===== src/rtl/flash_tog_pkg.sv =====
package flash_tog_pkg;

  typedef enum logic [1:0] {
    ST_IDLE   = 2'd0,
    ST_RUN    = 2'd1,
    ST_LOCKED = 2'd2,
    ST_FAULT  = 2'd3
  } togState_t;

  typedef struct packed {
    logic togClr;
    logic togAdv;
    logic failSet;
    logic failClr;
    logic loadProg;
    logic loadErase;
    logic winRun;
  } togStrb_t;

endpackage


===== src/rtl/tog_read_detect.sv =====
module tog_read_detect (
  input  logic clk,
  input  logic rstN,
  input  logic oeN,
  input  logic ceN,
  output logic readEnd
);

  logic readActive;
  logic readActiveQ;

  assign readActive = !oeN && !ceN;

  always_ff @(posedge clk or negedge rstN) begin
    if (!rstN) readActiveQ <= 1'b0;
    else       readActiveQ <= readActive;
  end

  // a read completes when either strobe rises
  assign readEnd = readActiveQ && !readActive;

endmodule


===== src/rtl/tog_ctrl.sv =====
module tog_ctrl
  import flash_tog_pkg::*;
(
  input  logic      clk,
  input  logic      rstN,
  input  logic      progStart,
  input  logic      eraseStart,
  input  logic      sectorsLocked,
  input  logic      opDone,
  input  logic      opFail,
  input  logic      resetCmd,
  input  logic      readEnd,
  input  logic      winZero,
  output togStrb_t  strb,
  output togState_t state
);

  togState_t stateNxt;

  always_comb begin
    stateNxt = state;
    strb     = '0;
    unique case (state)
      ST_IDLE: begin
        if (progStart || eraseStart) begin
          strb.togClr  = 1'b1;
          strb.failClr = 1'b1;
          if (sectorsLocked) begin
            stateNxt = ST_LOCKED;
            if (eraseStart) strb.loadErase = 1'b1;
            else            strb.loadProg  = 1'b1;
          end else begin
            stateNxt = ST_RUN;
          end
        end
      end
      ST_RUN: begin
        strb.togAdv = readEnd;
        if (opFail) begin
          stateNxt     = ST_FAULT;
          strb.failSet = 1'b1;
        end else if (opDone) begin
          stateNxt = ST_IDLE;
        end
      end
      ST_LOCKED: begin
        strb.togAdv = readEnd;
        strb.winRun = 1'b1;
        if (winZero) stateNxt = ST_IDLE;
      end
      ST_FAULT: begin
        strb.togAdv = readEnd;
        if (resetCmd) begin
          stateNxt     = ST_IDLE;
          strb.failClr = 1'b1;
        end
      end
      default: stateNxt = ST_IDLE;
    endcase
  end

  always_ff @(posedge clk or negedge rstN) begin
    if (!rstN) state <= ST_IDLE;
    else       state <= stateNxt;
  end

  AST_START_BUSY: assert property (@(posedge clk) disable iff (!rstN)
    (state == ST_IDLE && (progStart || eraseStart)) |=> (state != ST_IDLE));
  AST_LOCK_HOLD: assert property (@(posedge clk) disable iff (!rstN)
    (state == ST_LOCKED && !winZero) |=> (state == ST_LOCKED));
  AST_FAULT_HOLD: assert property (@(posedge clk) disable iff (!rstN)
    (state == ST_FAULT && !resetCmd) |=> (state == ST_FAULT));
  AST_RUN_NO_RESTART: assert property (@(posedge clk) disable iff (!rstN)
    (state == ST_RUN && !opDone && !opFail) |=> (state == ST_RUN));

endmodule


===== src/rtl/tog_datapath.sv =====
module tog_datapath
  import flash_tog_pkg::*;
#(
  parameter int DATA_W    = 8,
  parameter int PROG_WIN  = 200000,
  parameter int ERASE_WIN = 10000000
) (
  input  logic              clk,
  input  logic              rstN,
  input  togStrb_t          strb,
  input  logic              busy,
  input  logic [DATA_W-1:0] arrayData,
  output logic [DATA_W-1:0] dataOut,
  output logic              winZero
);

  localparam int WIN_MAX  = (ERASE_WIN > PROG_WIN) ? ERASE_WIN : PROG_WIN;
  localparam int CNT_W    = (WIN_MAX > 2) ? $clog2(WIN_MAX) : 1;
  localparam int TOG_POS  = 6;
  localparam int FAIL_POS = 5;

  logic             togBit;
  logic             failBit;
  logic [CNT_W-1:0] winCnt;

  always_ff @(posedge clk or negedge rstN) begin
    if (!rstN)            togBit <= 1'b0;
    else if (strb.togClr) togBit <= 1'b0;
    else if (strb.togAdv) togBit <= ~togBit;
  end

  always_ff @(posedge clk or negedge rstN) begin
    if (!rstN)             failBit <= 1'b0;
    else if (strb.failClr) failBit <= 1'b0;
    else if (strb.failSet) failBit <= 1'b1;
  end

  always_ff @(posedge clk or negedge rstN) begin
    if (!rstN)                         winCnt <= '0;
    else if (strb.loadProg)            winCnt <= CNT_W'(PROG_WIN - 1);
    else if (strb.loadErase)           winCnt <= CNT_W'(ERASE_WIN - 1);
    else if (strb.winRun && !winZero)  winCnt <= winCnt - 1'b1;
  end

  assign winZero = (winCnt == '0);

  for (genvar g = 0; g < DATA_W; g++) begin : gOut
    if (g == TOG_POS) begin : gTog
      assign dataOut[g] = busy ? togBit : arrayData[g];
    end else if (g == FAIL_POS) begin : gFail
      assign dataOut[g] = busy ? failBit : arrayData[g];
    end else begin : gPass
      assign dataOut[g] = arrayData[g];
    end
  end

  AST_TOG_FLIP: assert property (@(posedge clk) disable iff (!rstN)
    (strb.togAdv && !strb.togClr) |=> (togBit != $past(togBit)));
  AST_WIN_DEC: assert property (@(posedge clk) disable iff (!rstN)
    (strb.winRun && !winZero && !strb.loadProg && !strb.loadErase)
      |=> (winCnt == $past(winCnt) - 1'b1));
  AST_FAIL_STICKY: assert property (@(posedge clk) disable iff (!rstN)
    (failBit && !strb.failClr) |=> failBit);

endmodule


===== src/rtl/flash_toggle_status.sv =====
module flash_toggle_status
  import flash_tog_pkg::*;
#(
  parameter int DATA_W    = 8,
  parameter int PROG_WIN  = 200000,
  parameter int ERASE_WIN = 10000000
) (
  input  logic              clk,
  input  logic              rstN,
  input  logic              progStart,
  input  logic              eraseStart,
  input  logic              sectorsLocked,
  input  logic              opDone,
  input  logic              opFail,
  input  logic              resetCmd,
  input  logic              oeN,
  input  logic              ceN,
  input  logic [DATA_W-1:0] arrayData,
  output logic [DATA_W-1:0] dataOut,
  output logic              busy
);

  togStrb_t  strb;
  togState_t state;
  logic      readEnd;
  logic      winZero;

  tog_read_detect uRead (
    .clk     (clk),
    .rstN    (rstN),
    .oeN     (oeN),
    .ceN     (ceN),
    .readEnd (readEnd)
  );

  tog_ctrl uCtrl (
    .clk           (clk),
    .rstN          (rstN),
    .progStart     (progStart),
    .eraseStart    (eraseStart),
    .sectorsLocked (sectorsLocked),
    .opDone        (opDone),
    .opFail        (opFail),
    .resetCmd      (resetCmd),
    .readEnd       (readEnd),
    .winZero       (winZero),
    .strb          (strb),
    .state         (state)
  );

  assign busy = (state != ST_IDLE);

  tog_datapath #(
    .DATA_W    (DATA_W),
    .PROG_WIN  (PROG_WIN),
    .ERASE_WIN (ERASE_WIN)
  ) uData (
    .clk       (clk),
    .rstN      (rstN),
    .strb      (strb),
    .busy      (busy),
    .arrayData (arrayData),
    .dataOut   (dataOut),
    .winZero   (winZero)
  );

endmodule


===== config.mk =====
export PLATFORM = sky130hd
export DESIGN_NAME = flash_toggle_status
export DESIGN_NICKNAME = d
export VERILOG_FILES = /design/src/rtl/flash_tog_pkg.sv /design/src/rtl/tog_read_detect.sv /design/src/rtl/tog_ctrl.sv /design/src/rtl/tog_datapath.sv /design/src/rtl/flash_toggle_status.sv
export SDC_FILE = /design/constraint.sdc
export NUM_CORES = 1
export LEC_CHECK = 0
export ABC_CLOCK_PERIOD_IN_PS = 6770
export BUFFER_PORTS_ARGS = -buffer_cell sky130_fd_sc_hd__buf_4
export CAP_MARGIN = 20
export CORE_AREA = 4 4 71 73
export CTS_CLUSTER_SIZE = 20
export DETAILED_ROUTE_END_ITERATION = 12
export DIE_AREA = 0 0 75 77
export GPL_TIMING_DRIVEN = 0
export PLACE_DENSITY = 0.67
export SLEW_MARGIN = 40
export SYNTH_ARGS = -nofsm -noshare
export SYNTH_HDL_FRONTEND = slang
export SYNTH_HIERARCHICAL = 1
export SYNTH_SLANG_ARGS = --single-unit

===== constraint.sdc =====
create_clock -name clk -period 6.77 [get_ports clk]
set_input_delay 1.0155 -clock clk [delete_from_list [all_inputs] [get_ports clk]]
set_output_delay 1.0155 -clock clk [all_outputs]
set_load 0.01 [all_outputs]

# Word level (Yosys, flattened, before mapping)
# Index checks and enable logic that the tools add are counted.
dict set report totals {
  ram_bits 0
  in_bits 18
  elab_cells 59
  latch_bits 0
  mem_count 0
  rom_bits 0
  reg_bits 29
}
dict set report classes {
  bitwise_logic 1
  n_addsub 1
  order_cmp 0
  n_reduce_logical 16
  div 0
  shift 0
  n_mux 29
  eq_ne 7
  mul 0
}
# cell n
set op_table {}
lappend op_table {{2-to-1 mux 24 bit} 3}
lappend op_table {{logical NOT 24 bit} 1}
lappend op_table {{subtractor 24 x 1 -> 24 bit (second input constant)} 1}
lappend op_table {{2-to-1 mux 2 bit} 8}
lappend op_table {{2-to-1 mux 1 bit} 15}
lappend op_table {{one-hot mux 2 bit (4 select lines)} 1}
lappend op_table {{nonzero test 2 bit} 3}
lappend op_table {{== test 2 bit (second input constant)} 2}
lappend op_table {{logical NOT 1 bit} 4}
lappend op_table {{inequality test 2 x 1 -> 1 bit (second input constant)} 2}
lappend op_table {{AND reduction 4 bit} 1}
lappend op_table {{logical AND 1 bit} 3}
lappend op_table {{2-to-1 mux 3 bit} 1}
lappend op_table {{inequality test 3 bit (second input constant)} 1}
lappend op_table {{nonzero test 3 bit} 1}
lappend op_table {{OR reduction 3 bit} 1}
lappend op_table {{== test 2 x 1 -> 1 bit (second input constant)} 1}
lappend op_table {{logical NOT 2 bit} 1}
lappend op_table {{inequality test 2 bit (second input constant)} 1}
lappend op_table {{one-hot mux 1 bit (2 select lines)} 1}
lappend op_table {{logical OR 1 bit} 1}
lappend op_table {{inverter 1 bit} 1}

# Longest topological paths before layout
dict set report logic_depth {
  ltp_word 7
  depth_mapped 8
  ltp_nobuf 7
}

# By module
# Netlist, hierarchy kept.
# mod n_inst area_each_um2 cells_each seq_area_each_um2
set by_module_without_submodules {}
lappend by_module_without_submodules {tog_datapath 1 1626.6 167 650.6}
lappend by_module_without_submodules {tog_ctrl 1 277.8 27 50.0}
lappend by_module_without_submodules {tog_read_detect 1 36.3 3 25.0}
lappend by_module_without_submodules {flash_toggle_status 1 6.3 1 0.0}

# Least setup slack after synthesis
# No wires, ideal clock.
dict set report synth_timing {
  path_type {input to output}
  from {in arrayData[5]}
  to {out dataOut[5]}
  path_buffers 0
  stages 1
  setup_slack_ns 4.467
  arrival_time_ns 1.288
  t_required_ns 5.754
  path_cell_list {mux2_2}
}
dict set report synth_between {
  elab_chain_len 1
}
# element line_no
set synth_rtl {}
lappend synth_rtl {{from (decl)} flash_toggle_status.sv:18} ;# input logic [DATA_W-1:0] arrayData,
lappend synth_rtl {{2-to-1 mux 1 bit} tog_datapath.sv:51} ;# assign dataOut[g] = busy ? failBit : arrayData[g];
lappend synth_rtl {{to (decl)} flash_toggle_status.sv:19} ;# output logic [DATA_W-1:0] dataOut,
# Every way passes these cells.

# Final worst setup path
dict set report layout_timing {
  from {in arrayData[6]}
  to {out dataOut[6]}
}
dict set report layout_between {
  elab_chain_len 1
}
# element line_no
set layout_rtl {}
lappend layout_rtl {{2-to-1 mux 1 bit} tog_datapath.sv:49} ;# assign dataOut[g] = busy ? togBit : arrayData[g];
# Every way passes these cells.

==> impl_results.md <==
- Boundary pin count: 27
- DP Area: 0.00216 mm²
- Max VDD drop: 122 µV
- GRT overflow: 0
- Distinct cells, synth: 55
- Worst skew pair latency: 0.28 ns
- Critical-path cell list: buf_4 -> mux2_2 -> buf_4
- Fmax: 395 MHz
- Clk_skew: 0.00418 ns
- WL/cell: 15.0 µm
- Slew HR: 65.2%
- Placed cells: 270
- H-tree Lvls: 2
- Fin nets: 250
- Worst Path Max Fanout: 1
- Diodes inserted: 0
- HPWL after detailed placement: 3.04 mm
- # DRC: 0
- Synth Flop Type: dfrtp_1
- Post-route setup TNS: 0 ns
- Final Worst Setup Slack: 4.24 ns
- Total wire length: 4.15 mm
- Final setup fails: 0
- Longest Clk Path Bufs: 2
- CTS Sinks: 29
- Leak: 0.000907 µW
- CTS Root Cell: clkbuf_8
- Core outline area: 0.00435 mm²
- Mapped Avg Cell Area: 9.83 µm²
- Endpoint class of the critical path: primary output
- Status: completed
- Area occupied by multi-input gates: 0.00109 mm²
- Crit path required time: 5.75 ns
- Crit share post-route: 37.4%
- Setup WS pre-CTS: 4.23 ns
- Gates resized, CTS repair: 0
- GRT Total Usage: 16.2%
- DR vias/cell: 5.55
- Synth warn: 6
- Starting density of the core: 44.7%
- Pwr/cell area: 317 mW/mm²
- Drt initial violations: 130
- Post-CTS setup buffers: 0
- Area Overhead vs Synth: 15.5%
- Slowest cell delay on critical path: 0.25 ns
- CP Class: in2out
- Worst-path clk slew: 0.06 ns
- Max-cap viol count: 0
- Worst hold-check path type: reg2reg
- Fillers: 409
- Buf+Inv Stages, Crit Path: 2
- Worst-margin pin slew: 0.517 ns
- Mapped Cells: 198
- Mapped Nets: 223
- Startpoint type of the worst setup path: primary input
- Die area: 0.00578 mm²
- Die width: 75 µm
- CP top delay family: multiplexers
- Fin. Hold Viols: 0
- Hold buffers post-CTS: 0
- Crit path max-delay cell type: mux2_2
- Post-synth ARST share: 100%
- Post-route non-filler standard cell count: 277
- CTS buffer count: 5
- CP dominant cell by count: buf_4
- Tmin final: 2.53 ns
- Post-Syn Area: 0.00195 mm²
- Final core occ: 51.6%
- TritonCTS clock tree: built
- Final ANT Viol Nets: 0
- Routability cong.: 0.799
- # rows: 24
- Register area share after synthesis: 37.3%
- First-pass GRT wire length: 7.14 mm
- WP data arrival: 1.52 ns
- Number of iterations in the first detailed-routing pass: 4
- R2R Setup Slk: 4.25 ns
- Number of global-route vias before repair: 1536
- Share of layout cells above drive strength 1: 28.0%
- Slew Viols, Final: 0
- Via Count: 1538
- Final instance area: 0.00225 mm²
- Die height: 77 µm
- Buffers on Ports: 20
- Reg area: 726 µm²
- RSZ-0062 raised after global routing: no
- Initial antenna violation count: 0
- Number of synthesized flops with an enable pin: 0
- Largest net degree at the start of global routing: 30
- Yosys reg bits: 29
-- synthesized netlist by cell type (all sizes together) (2+ instances only) --
library cell	number	share of area [%]
o31ai	2	0.77
inv	10	1.9
mux2	4	2.5
o21a	2	0.77
a21oi	13	3.5
nor3b	5	3.0
o211ai	4	1.5
o2111ai	2	0.90
nor4	9	5.3
xor2	8	3.6
nor2	16	3.1
dfrtp	29	37
nand2	16	3.3
and3	2	0.64
nor2b	2	0.64
nand4	6	2.2
nand3	7	1.8
xnor2	9	4.0
ha	7	4.5
o21ai	8	2.2
and2	2	0.77
or4b	2	1.0
nor4b	2	1.5
or3	2	0.64
nor3	4	1.3
or4	2	0.77
buf	11	4.4
-- metrics by stage --
stage               total power (µW)  hold slack [ns]
CTS                              726            0.505
global placement                 565            0.476
detailed placement               574            0.490
finish                           713            0.497
floorplan                        490            0.459
global route                     772            0.544
-- worst register-to-register path: cells and delay by family (launching register included) --
kind	cells	cell delay, ns
adder cells (fa/ha/maj)	1	0.18
buffers and inverters	1	0.12
AO/OA/AOI/OAI	1	0.27
multiplexers	1	0.34
flip-flops	1	0.39
AND/OR/NAND/NOR	3	1.11
-- cells by family after synthesis --
logic type	after synthesis	synth area share [%]
and+or+nand+nor	82	28.1
AOI/OAI and AO/OA	36	12.9
DFF	29	37.3
adders and majority gates	7	4.50
xor gates and xnor gates	17	7.65
muxes	5	3.02
buffers and inverters	22	6.49
-- flip-flops by register name, summed over array words and instances (netlist names) --
signal and cells:
uCtrl/state 2, uData/failBit 1, uData/togBit 1, uData/winCnt 24
uRead/readActiveQ 1
-- per-layer routing --
metal  GRT usage (%)  share of wire (%)  vias to the layer above
li1                -                  -                      766
met1            22.0                 45                      724
met2            23.9                 47                       41
met3            3.66                5.6                        7
met4            7.47                2.1                        0
met5               0                  0                        -
-- layout by cell type (no fill, tap or decap), drive strengths merged, types with 4 or more instances in the layout --
cell type and count:
clkbuf 8, nand2 16, buf 31, o21ai 8
nor2 16, ha 7, nand4 6, nor3b 5
nor4 9, dfrtp 29, inv 10, mux2 4
xor2 8, xnor2 9, nor3 4, nand3 7
a21oi 13, o211ai 4
-- final timing paths --
| path | from | to | cells past startpoint |
|---|---|---|---|
| max in group asynchronous | rstN | uData/winCnt[23]$_DFFE_PN0P_ | 1 |
| worst min-delay path | uData/failBit$_DFFE_PN0P_ | uData/failBit$_DFFE_PN0P_ | 2 |
| worst min register to register | uData/failBit$_DFFE_PN0P_ | uData/failBit$_DFFE_PN0P_ | 2 |
| min in group asynchronous | rstN | uData/failBit$_DFFE_PN0P_ | 1 |
| worst max register to register | uData/winCnt[0]$_DFFE_PN0P_ | uCtrl/state[1]$_DFFE_PN0P_ | 7 |
| worst max-delay path | arrayData[6] | dataOut[6] | 3 |
-- report_power, final --
part / total, µW / switching, µW / internal, µW
registers: 290 / 65.7 / 224
logic: 280 / 143 / 137
clock network: 144 / 63.2 / 80.4
total: 713 / 272 / 442
-- area by class of cell --
cell class	instances	share of cell area, %
multi-input cells	147	48.7
flip-flops and latches	29	32.3
plain buffers	12	3.95
well taps	52	2.89
clock buffers	7	3.84
inverters	10	1.67
repair buffers	20	6.68
No activity file was read; power rests on OpenSTA's default activity.
